### config.mk
export PLATFORM = sky130hd
export DESIGN_NAME = prefetch_dropper
export DESIGN_NICKNAME = d
export VERILOG_FILES = /design/src/rtl/pfd_pkg.sv /design/src/rtl/pfd_limit_table.sv /design/src/rtl/pfd_slot.sv /design/src/rtl/pfd_drop_tally.sv /design/src/rtl/prefetch_dropper.sv
export SDC_FILE = /design/constraint.sdc
export NUM_CORES = 1
export LEC_CHECK = 0
export ABC_AREA = 1
export BUFFER_PORTS_ARGS = -buffer_cell sky130_fd_sc_hd__buf_2
export CAP_MARGIN = 20
export CORE_ASPECT_RATIO = 1.25
export CORE_MARGIN = 8
export CORE_UTILIZATION = 58
export DETAILED_ROUTE_END_ITERATION = 12
export GPL_ROUTABILITY_DRIVEN = 1
export PLACE_DENSITY_LB_ADDON = 0.05
export SYNTH_ARGS = -nofsm -noshare
export SYNTH_HDL_FRONTEND = slang
export SYNTH_SLANG_ARGS = --single-unit
### constraint.sdc
create_clock -name clk -period 4.9 [get_ports clk]
set_clock_uncertainty 0.15 [all_clocks]
set_input_delay 0.98 -clock clk [delete_from_list [all_inputs] [get_ports clk]]
set_output_delay 0.98 -clock clk [all_outputs]
set_load 0.1 [all_outputs]
### src/rtl/pfd_pkg.sv
package pfd_pkg;
  localparam int ACC_W = 7;
  typedef logic [1:0] band_t;

  // Band selection; a value on an edge falls into the upper band.
  function automatic band_t band_of(input logic [ACC_W-1:0] acc,
                                    input int e1, input int e2, input int e3);
    if (int'(acc) < e1)      return 2'd0;
    else if (int'(acc) < e2) return 2'd1;
    else if (int'(acc) < e3) return 2'd2;
    else                     return 2'd3;
  endfunction
endpackage

### src/rtl/pfd_limit_table.sv
module pfd_limit_table
  import pfd_pkg::*;
#(
  parameter int N_CORES = 4,
  parameter int LIM_W   = 17,
  parameter int LIM0    = 100,
  parameter int LIM1    = 1500,
  parameter int LIM2    = 50000,
  parameter int LIM3    = 100000,
  parameter int EDGE1   = 10,
  parameter int EDGE2   = 30,
  parameter int EDGE3   = 70
) (
  input  logic                       clk,
  input  logic                       rst_n,
  input  logic [N_CORES*ACC_W-1:0]   acc_flat,
  output logic [N_CORES*LIM_W-1:0]   lim_flat
);
  for (genvar c = 0; c < N_CORES; c++) begin : g_core
    logic [ACC_W-1:0] acc_c;
    band_t            band_c;
    assign acc_c  = acc_flat[c*ACC_W +: ACC_W];
    assign band_c = band_of(acc_c, EDGE1, EDGE2, EDGE3);
    always_comb begin
      unique case (band_c)
        2'd0:    lim_flat[c*LIM_W +: LIM_W] = LIM_W'(LIM0);
        2'd1:    lim_flat[c*LIM_W +: LIM_W] = LIM_W'(LIM1);
        2'd2:    lim_flat[c*LIM_W +: LIM_W] = LIM_W'(LIM2);
        default: lim_flat[c*LIM_W +: LIM_W] = LIM_W'(LIM3);
      endcase
    end
  end

  // a less accurate core never receives a longer limit
  if (N_CORES > 1) begin : g_order
    a_r2_order: assert property (@(posedge clk) disable iff (!rst_n)
      (acc_flat[0 +: ACC_W] < acc_flat[ACC_W +: ACC_W]) |->
      (lim_flat[0 +: LIM_W] <= lim_flat[LIM_W +: LIM_W]));
  end
endmodule

### src/rtl/pfd_slot.sv
module pfd_slot #(
  parameter int N_CORES = 4,
  parameter int CORE_W  = 2,
  parameter int AGE_W   = 17
) (
  input  logic                      clk,
  input  logic                      rst_n,
  input  logic                      alloc_hit,
  input  logic                      alloc_pf,
  input  logic [CORE_W-1:0]         alloc_core,
  input  logic                      free_hit,
  input  logic                      promote,
  input  logic [N_CORES*AGE_W-1:0]  lim_flat,
  output logic                      drop_o
);
  localparam logic [AGE_W-1:0] AGE_MAX = '1;

  logic              valid_q, pf_q;
  logic [CORE_W-1:0] core_q;
  logic [AGE_W-1:0]  age_q;
  logic [AGE_W-1:0]  lim_sel;

  always_comb begin
    lim_sel = '0;
    for (int c = 0; c < N_CORES; c++)
      if (core_q == CORE_W'(c)) lim_sel = lim_flat[c*AGE_W +: AGE_W];
  end

  assign drop_o = valid_q && pf_q && (age_q > lim_sel);

  always_ff @(posedge clk or negedge rst_n) begin
    if (!rst_n) begin
      valid_q <= 1'b0;
      pf_q    <= 1'b0;
      core_q  <= '0;
      age_q   <= '0;
    end else if (alloc_hit) begin
      valid_q <= 1'b1;
      pf_q    <= alloc_pf;
      core_q  <= alloc_core;
      age_q   <= '0;
    end else if (free_hit || drop_o) begin
      valid_q <= 1'b0;
      pf_q    <= 1'b0;
    end else if (valid_q) begin
      if (age_q != AGE_MAX) age_q <= age_q + 1'b1;
      if (promote) pf_q <= 1'b0;
    end
  end

  // the slot is cleared right after its strobe and strobes once
  a_r4_cleared: assert property (@(posedge clk) disable iff (!rst_n)
    drop_o && !alloc_hit |=> !valid_q);
  a_r4_one_shot: assert property (@(posedge clk) disable iff (!rst_n)
    drop_o && !alloc_hit |=> !drop_o);
  // a freshly filled demand is not dropped
  a_r5_demand: assert property (@(posedge clk) disable iff (!rst_n)
    alloc_hit && !alloc_pf |=> !drop_o);
  // promotion removes the slot from dropping
  a_r6_promote: assert property (@(posedge clk) disable iff (!rst_n)
    promote && valid_q && !alloc_hit |=> !drop_o);
  // a freed slot produces no strobe next cycle
  a_r7_free: assert property (@(posedge clk) disable iff (!rst_n)
    free_hit && !alloc_hit |=> !drop_o);
endmodule

### src/rtl/pfd_drop_tally.sv
module pfd_drop_tally #(
  parameter int N_SLOTS = 8,
  parameter int CNT_W   = 16
) (
  input  logic               clk,
  input  logic               rst_n,
  input  logic [N_SLOTS-1:0] drop_vec,
  output logic [CNT_W-1:0]   count_o
);
  localparam int POP_W = $clog2(N_SLOTS + 1);

  logic [POP_W-1:0] pop;

  always_comb begin
    pop = '0;
    for (int i = 0; i < N_SLOTS; i++) pop = pop + POP_W'(drop_vec[i]);
  end

  always_ff @(posedge clk or negedge rst_n) begin
    if (!rst_n) count_o <= '0;
    else        count_o <= count_o + CNT_W'(pop);
  end

  // count moves exactly when drops occurred
  a_r8_moves: assert property (@(posedge clk) disable iff (!rst_n)
    (|drop_vec) |=> (count_o != $past(count_o)));
  a_r8_holds: assert property (@(posedge clk) disable iff (!rst_n)
    !(|drop_vec) |=> $stable(count_o));
endmodule

### src/rtl/prefetch_dropper.sv
module prefetch_dropper
  import pfd_pkg::*;
#(
  parameter int N_SLOTS = 8,
  parameter int N_CORES = 4,
  parameter int CNT_W   = 16,
  parameter int LIM0    = 100,
  parameter int LIM1    = 1500,
  parameter int LIM2    = 50000,
  parameter int LIM3    = 100000,
  parameter int EDGE1   = 10,
  parameter int EDGE2   = 30,
  parameter int EDGE3   = 70,
  localparam int IDX_W  = $clog2(N_SLOTS),
  localparam int CORE_W = (N_CORES > 1) ? $clog2(N_CORES) : 1,
  localparam int AGE_W  = $clog2(LIM3 + 2)
) (
  input  logic                     clk,
  input  logic                     rst_n,
  input  logic                     alloc_valid,
  input  logic [IDX_W-1:0]         alloc_idx,
  input  logic                     alloc_pf,
  input  logic [CORE_W-1:0]        alloc_core,
  input  logic                     free_valid,
  input  logic [IDX_W-1:0]         free_idx,
  input  logic [N_SLOTS-1:0]       promote_vec,
  input  logic [N_CORES*ACC_W-1:0] core_acc,
  output logic [N_SLOTS-1:0]       drop_vec,
  output logic [CNT_W-1:0]         drop_count
);
  logic [N_CORES*AGE_W-1:0] lim_flat;

  pfd_limit_table #(
    .N_CORES(N_CORES), .LIM_W(AGE_W),
    .LIM0(LIM0), .LIM1(LIM1), .LIM2(LIM2), .LIM3(LIM3),
    .EDGE1(EDGE1), .EDGE2(EDGE2), .EDGE3(EDGE3)
  ) u_table (
    .clk(clk), .rst_n(rst_n), .acc_flat(core_acc), .lim_flat(lim_flat)
  );

  for (genvar s = 0; s < N_SLOTS; s++) begin : g_slot
    logic a_hit, f_hit;
    assign a_hit = alloc_valid && (alloc_idx == IDX_W'(s));
    assign f_hit = free_valid  && (free_idx  == IDX_W'(s));
    pfd_slot #(.N_CORES(N_CORES), .CORE_W(CORE_W), .AGE_W(AGE_W)) u_slot (
      .clk(clk), .rst_n(rst_n),
      .alloc_hit(a_hit), .alloc_pf(alloc_pf), .alloc_core(alloc_core),
      .free_hit(f_hit), .promote(promote_vec[s]),
      .lim_flat(lim_flat), .drop_o(drop_vec[s])
    );
  end

  pfd_drop_tally #(.N_SLOTS(N_SLOTS), .CNT_W(CNT_W)) u_tally (
    .clk(clk), .rst_n(rst_n), .drop_vec(drop_vec), .count_o(drop_count)
  );

  // nothing is dropped in the cycle right after reset
  a_r1_quiet: assert property (@(posedge clk) disable iff (!rst_n)
    $rose(rst_n) |-> (drop_vec == '0));
endmodule

* After elaboration in Yosys (flattened, before gate mapping)
Index checks and enable logic that the tools add are counted.
** Word-level totals
- Flip-flop bits (word level) :: 184
- Word-level logic and storage cells :: 369
** Cells by class
- $add $sub $neg :: 16
- Order comparisons :: 20
- Eq/ne operators :: 62
- Muxes and demuxes :: 128
- Reductions and logical operators :: 110
** Operator list (number)
- $mux W17 :: 64
- $pmux W17 S3 :: 4
- $add A17 B1 Y17 const B :: 8
- $gt A17 B17 Y1 :: 8
- $ne A17 B17 Y1 const B :: 8
- $mux W1 :: 52
- $reduce_bool A2 Y1 :: 24
- $reduce_bool A3 Y1 :: 16
- $eq A2 B2 Y1 const B :: 20
- $logic_and A1 B1 Y1 :: 32
- $lt A7 B4 Y1 const B :: 4
- $lt A7 B5 Y1 const B :: 4
- $lt A7 B7 Y1 const B :: 4
- $add A4 B1 Y4 :: 6
- $eq A2 B1 Y1 const B :: 12
- $eq A3 B3 Y1 const B :: 8
- $logic_not A2 Y1 :: 12
- $reduce_and A3 Y1 :: 8
- $add A16 B4 Y16 :: 1
- $mux W2 :: 8
- $ne A2 B2 Y1 const B :: 8
- $reduce_and A2 Y1 :: 8
- $eq A3 B2 Y1 const B :: 4
- $logic_or A1 B1 Y1 :: 8
- 3 further kinds :: 5

* Longest topological paths before layout
- Word-level depth :: 20
- Mapped depth :: 39

* Hierarchy
From an unflattened synthesis, not the netlist that was laid out.
** Unflattened totals
- Cells, all modules :: 3010
- Area total of the unflattened synthesis :: 19481.2 sq um
** By module, submodules not included
- pfd_slot at g_slot[0].u_slot ... :: times used 5, cells an instance 337, area each 2160.8 sq um, seq. area each 525.5 sq um
- pfd_slot at g_slot[2].u_slot ... :: times used 2, cells an instance 346, area each 2230.9 sq um, seq. area each 525.5 sq um
- pfd_slot at g_slot[7].u_slot :: times used 1, cells an instance 346, area each 2248.4 sq um, seq. area each 525.5 sq um
- pfd_drop_tally :: times used 1, cells an instance 120, area each 1049.8 sq um, seq. area each 400.4 sq um
- pfd_limit_table :: times used 1, cells an instance 133, area each 789.5 sq um, seq. area each 0.0 sq um
- prefetch_dropper :: times used 1, cells an instance 34, area each 127.6 sq um, seq. area each 0.0 sq um

* Worst setup path after synthesis
OpenSTA, ideal clock, no wires.
- Kind :: in2reg
- From :: input port core_acc[15]
- To :: register u_tally.count_o[10]
- Setup time :: 163 ps
- Arrival time :: 6394 ps
- Data required time :: 4587 ps
- Setup slack :: -1806 ps
- Cell stages on the path :: 32
- Path buffers :: 1
- Cells stage by stage :: nand2_1 -> o21ai_1 -> nand2_1 -> nand2_1 -> inv_1 -> ha_1 -> clkbuf_1 -> a21oi_1 -> inv_1 -> o211ai_1 -> o21ai_0 -> inv_1 -> ha_1 -> a21oi_1 -> nand2_1 -> a21oi_1 -> nand2_1 -> nand2_1 -> inv_1 -> ha_1 -> inv_1 -> fa_1 -> fa_1 -> fa_1 -> fa_1 -> inv_1 -> fa_1 -> a31oi_1 -> inv_1 -> nand2_1 -> nor2_1 -> xor2_1
** Between the ends
- Longest elaborated chain between the ends :: 18
** Ends and longest elaborated chain
- start: declaration :: RTL line prefetch_dropper.sv:27 : input logic [N_CORES*ACC_W-1:0] core_acc,
- $lt A7 B7 Y1 :: RTL line pfd_pkg.sv:10 : else if (int'(acc) < e3) return 2'd2;
- $mux W1 :: RTL line pfd_pkg.sv:10
- $mux W2 :: RTL line pfd_pkg.sv:9 : else if (int'(acc) < e2) return 2'd1;
- $mux W2 * :: RTL line pfd_pkg.sv:8 : if (int'(acc) < e1) return 2'd0;
- $eq A2 B2 Y1, or another cell as far along :: RTL line pfd_limit_table.sv:25 : unique case (band_c)
- $pmux W17 S3 * :: RTL line pfd_limit_table.sv:25
- $mux W17 * (2 in series) :: RTL line pfd_slot.sv:26 : if (core_q == CORE_W'(c)) lim_sel = lim_flat[c*AGE_W +: AGE_W];
- $gt A17 B17 Y1 * :: RTL line pfd_slot.sv:29 : assign drop_o = valid_q && pf_q && (age_q > lim_sel);
- $logic_and A1 B1 Y1 * :: RTL line pfd_slot.sv:29
- named net g_slot[0].u_slot.drop_o :: RTL line pfd_slot.sv:14 : output logic drop_o
- $add A1 B1 Y2 * :: RTL line pfd_drop_tally.sv:16 : for (int i = 0; i < N_SLOTS; i++) pop = pop + POP_W'(drop_vec[i]);
- $add A4 B1 Y4 * (6 in series) :: RTL line pfd_drop_tally.sv:16
- $add A16 B4 Y16 * :: RTL line pfd_drop_tally.sv:21 : else count_o <= count_o + CNT_W'(pop);
- end signal: assignment :: RTL line pfd_drop_tally.sv:21
- end: declaration :: RTL line pfd_drop_tally.sv:8 : output logic [CNT_W-1:0] count_o
Mark *: on every way through the listed nets, which the timed path passes. The rest lies on a longest branch.
A chain may end at the register's enable or synchronous reset.

* Worst setup path after layout
- From :: input port core_acc[10]
- To :: register u_tally.count_o[12]
** Between the ends
- Longest elaborated chain between the ends :: 19
** Ends and longest elaborated chain (RTL line)
- $lt A7 B7 Y1 :: pfd_pkg.sv:10
- $mux W1 :: pfd_pkg.sv:10
- $mux W2 :: pfd_pkg.sv:9
- $mux W2 * :: pfd_pkg.sv:8
- $eq A2 B2 Y1, or another cell as far along :: pfd_limit_table.sv:25
- $pmux W17 S3 * :: pfd_limit_table.sv:25
- $mux W17 (3 in series) :: pfd_slot.sv:26
- $gt A17 B17 Y1 :: pfd_slot.sv:29
- $logic_and A1 B1 Y1 :: pfd_slot.sv:29
- $add A1 B1 Y2 :: pfd_drop_tally.sv:16
- $add A4 B1 Y4 (5 in series) :: pfd_drop_tally.sv:16
- $add A4 B1 Y4 * :: pfd_drop_tally.sv:16
- $add A16 B4 Y16 * :: pfd_drop_tally.sv:21
Mark *: on every way between the ends. The rest lies on a longest branch, timed or not.

==> impl_results.md <==
* Worst-margin pin slew at 0.8725 ns
* CTS Sinks at 184
* Prevailing post-synth register cell: dfrtp_1
* Clock Tree Buf Depth at 2
* Crit path max-delay family: adder cells
* Gate Count Post-Synth at ~2400
* Via count at 16410
* R2R depth at 26
* CP required at a little over 5 ns
* Drt via density at 5.597
* DRC viols at 0
* CTS tree: yes
* Final setup viols at 18
* Worst Path Buf+Inv at 6
* CTS buffer count at 17
* Comb pwr share at 47.8%
* Area of the core at 0.02731 sq mm
* Top cells by count, synth: nand2_1, nor2_1, inv_1
* P_int at 4.098 mW
* R2r startpoint: g_slot[1].u_slot.core_q[0]$_DFFE_PN0P_
* Largest net degree at the start of global routing at 99
* Iter 0 DRT Violations at 1128
* First-pass GRT wire length at 75690 um
* CP max-delay cell: fa_2
* Synth area leader: dfrtp_1
* GPL Wtd Cong at 0.9629
* Detail Placement HPWL at ~34000 um
* Max_slew headroom at approximately two fifths
* R2R setup slack at -0.64 ns
* Share of layout cells above drive strength 1 at 18.83%
* Final Slew Violations at 0
* Unrepaired setup endpoints after global routing: true
* Sw frac at 44.70%
* Post-Place Setup Slack at -1.775 ns
* Worst hold start: u_tally.count_o[15]$_DFF_PN0_
* P_sw at 3.313 mW
* CP peak stage delay at 0.54 ns
* Most numerous cell in the Yosys netlist: nand2_1
* H-tree levels at 4
* Root Buffer Master: clkbuf_16
* Drt first pass iters at 6
* Pwr/cell area at 379.6 mW/mm^2
* NumNets Final at roughly 2800
* Grt ovf at 0
* Avg Inst Size Synth at 6.683 sq um
* Min cycle time layout at 6.046 ns
* Max Cap Viol at 0
* Max VDD drop at 0.0002372 V
* Final wirelength at 47310 um
* Cells after DPL at 2883
* Area grow syn2layout at 22.75%
* Layout Cells excl Fill at between 2000 and 3000
* Sequential share of the synthesized area at 28.95%
* Std cell rows at 68
* Synth area leaders: dfrtp_1, nand2_1, ha_1, nand3_1, nor2_1
* Synth top area share at 28.95%
* WL/cell at about 16 um
* Syn Nets at 2577
* Failing checks: setup timing
* Flop pwr share at around a third
* # port buffers at 68
* Clock Latency Late Sink at about 0.46 ns
* Outcome: complete, but fails checks
* Fin. Hold Viols at 0
* Critical path arrival at 6.27 ns
* WHS at around 0.31 ns
* Leakage power at 10.10 nW
* Critical path class: input port to flip-flop
* Chip Width at 164.1 um
* Initial core utilization at 58.24%
* Worst setup EP type: flip-flop
* Fmax at 165.4 MHz
* Setup ws final at -1.146 ns
* Io pins at 73
* Vias in the first global route at 15590
* FF-to-FF End: u_tally.count_o[12]$_DFF_PN0_
* Clock share of power at approximately 20%
* Critical path fanouts, max at 5
* Clk slew on worst S/H paths at ~0.07 ns
* Synth warn at 0
* Worst Hold End: u_tally.count_o[15]$_DFF_PN0_
* Die height at 201.2 um
* Number of flops mapped to enable cells by yosys at 0
* Syn Std Cell Area at 0.01591 sq mm
* Async SR Flop Fraction at between 90% and 100%
* Synthesis-stage register bit count at approximately 180
* Routed Antenna Nets at 0
* Total die area at 0.03301 sq mm
* Hold-critical path depth at 1
* Number of antenna diodes at 0
* Hold Path Class: flip-flop to flip-flop
* Antenna violations before repair at 0
* Distinct cells, synth at 46
* Startpoint types: input port
* GRT Overall Usage at 28.01%
* Crit share post-route at 123.4%
## what timing repair did
item                                    4_1_cts  5_1_grt
pin swaps                                    36       69
endpoints found under the setup margin       22       22
hold buffers                                  0        0
setup buffers                                 6       12
gates resized for setup                      98      127
cloned                                        0        0
## worst max-delay path by stage
stage	start	end	slack, ns	depth (start not counted)
floorplan	core_acc[11]	u_tally.count_o[15]$_DFF_PN0_	-1.40	32
global placement	core_acc[17]	u_tally.count_o[15]$_DFF_PN0_	-1.66	33
detailed placement	core_acc[10]	u_tally.count_o[15]$_DFF_PN0_	-1.77	34
CTS	core_acc[20]	u_tally.count_o[12]$_DFF_PN0_	-1.14	32
global route	core_acc[22]	u_tally.count_o[12]$_DFF_PN0_	-1.33	31
finish	core_acc[10]	u_tally.count_o[12]$_DFF_PN0_	-1.15	33
## layer usage
layer,track usage [%],part of all wire (%),routed length [um]
met1,34.47,41,19580
met5,0,0,0
met4,11.39,3.7,1741
met3,4.396,5.8,2737
met2,47.76,49,23250
## cells by family (layout without fill, tap and decap cells)
group | Yosys count | after routing | synth area share, %
DFF | 184 | 184 | 28.95
adders and majority gates | 148 | 148 | 11.88
buffers and inverters | 344 | 545 | 8.692
xor gates and xnor gates | 90 | 90 | 4.956
AOI/OAI and AO/OA | 256 | 256 | 9.266
and+or+nand+nor | 1358 | 1358 | 36.26
## power groups by stage
| stage | clock network [mW] | logic (mW) | registers (mW) |
|---|---|---|---|
| floorplan | 0 | 2.24 | 2.34 |
| global placement | 0 | 3.05 | 2.39 |
| detailed placement | 0 | 3.18 | 2.40 |
| CTS | 1.47 | 3.28 | 2.38 |
| global route | 1.52 | 4.01 | 2.48 |
| finish | 1.45 | 3.55 | 2.41 |
## worst register-to-register path: cells and delay by family (launching register included)
kind                     cells  cell delay, ns
AO/OA/AOI/OAI                3            0.67
adder cells (fa/ha/maj)      7            2.81
buffers and inverters        7            0.65
AND/OR/NAND/NOR              8            0.66
flip-flops                   1            0.43
XOR/XNOR                     1            0.11
## metrics by stage
| step | TNS (ns) | area [sq um] | util, % | total power, mW |
|---|---|---|---|---|
| final | -16.29 | 19530 | 71.49 | 7.411 |
| after global routing | -19.67 | 19530 | 71.49 | 8.008 |
| after CTS | -15.97 | 18860 | 69.05 | 7.138 |
| after detailed placement | -26.08 | 17840 | 65.32 | 5.578 |
| after global placement | -24.29 | 17840 | 65.32 | 5.442 |
| after floorplan | -19.15 | 16160 | - | 4.587 |
## flip-flops by register name (all words and copies together) (netlist names)
| name | count |
|---|---|
| g_slot.u_slot.age_q | 136 |
| g_slot.u_slot.valid_q | 8 |
| u_tally.count_o | 16 |
| g_slot.u_slot.core_q | 16 |
| g_slot.u_slot.pf_q | 8 |
## layout make-up
cell class / instances / area (sq um)
clock buffer: 19 / 442.9
clock inverter: 13 / 145.1
fill: 2307 / 7786
inverter: 278 / 1072
multi-input combinational: 1852 / 10950
sequential: 184 / 4604
tap: 350 / 437.9
timing repair buffer: 235 / 1872
## cells in the final DEF, fill, tap and decap left out, types with 16 or more instances in the layout
cell type,instances
buf_2,48
o22ai_1,32
a21oi_1,69
nand3_1,228
nand2_4,16
a21oi_2,22
inv_1,247
nor2_2,19
ha_4,28
nand2_1,674
nand2_2,26
ha_1,110
nand4_1,22
nor2_1,287
xnor2_1,23
nor3_1,35
buf_6,23
dfrtp_1,184
buf_4,151
o21ai_0,58
xor2_1,63
clkbuf_16,17
inv_2,20
(Power assumes the default switching activity.)
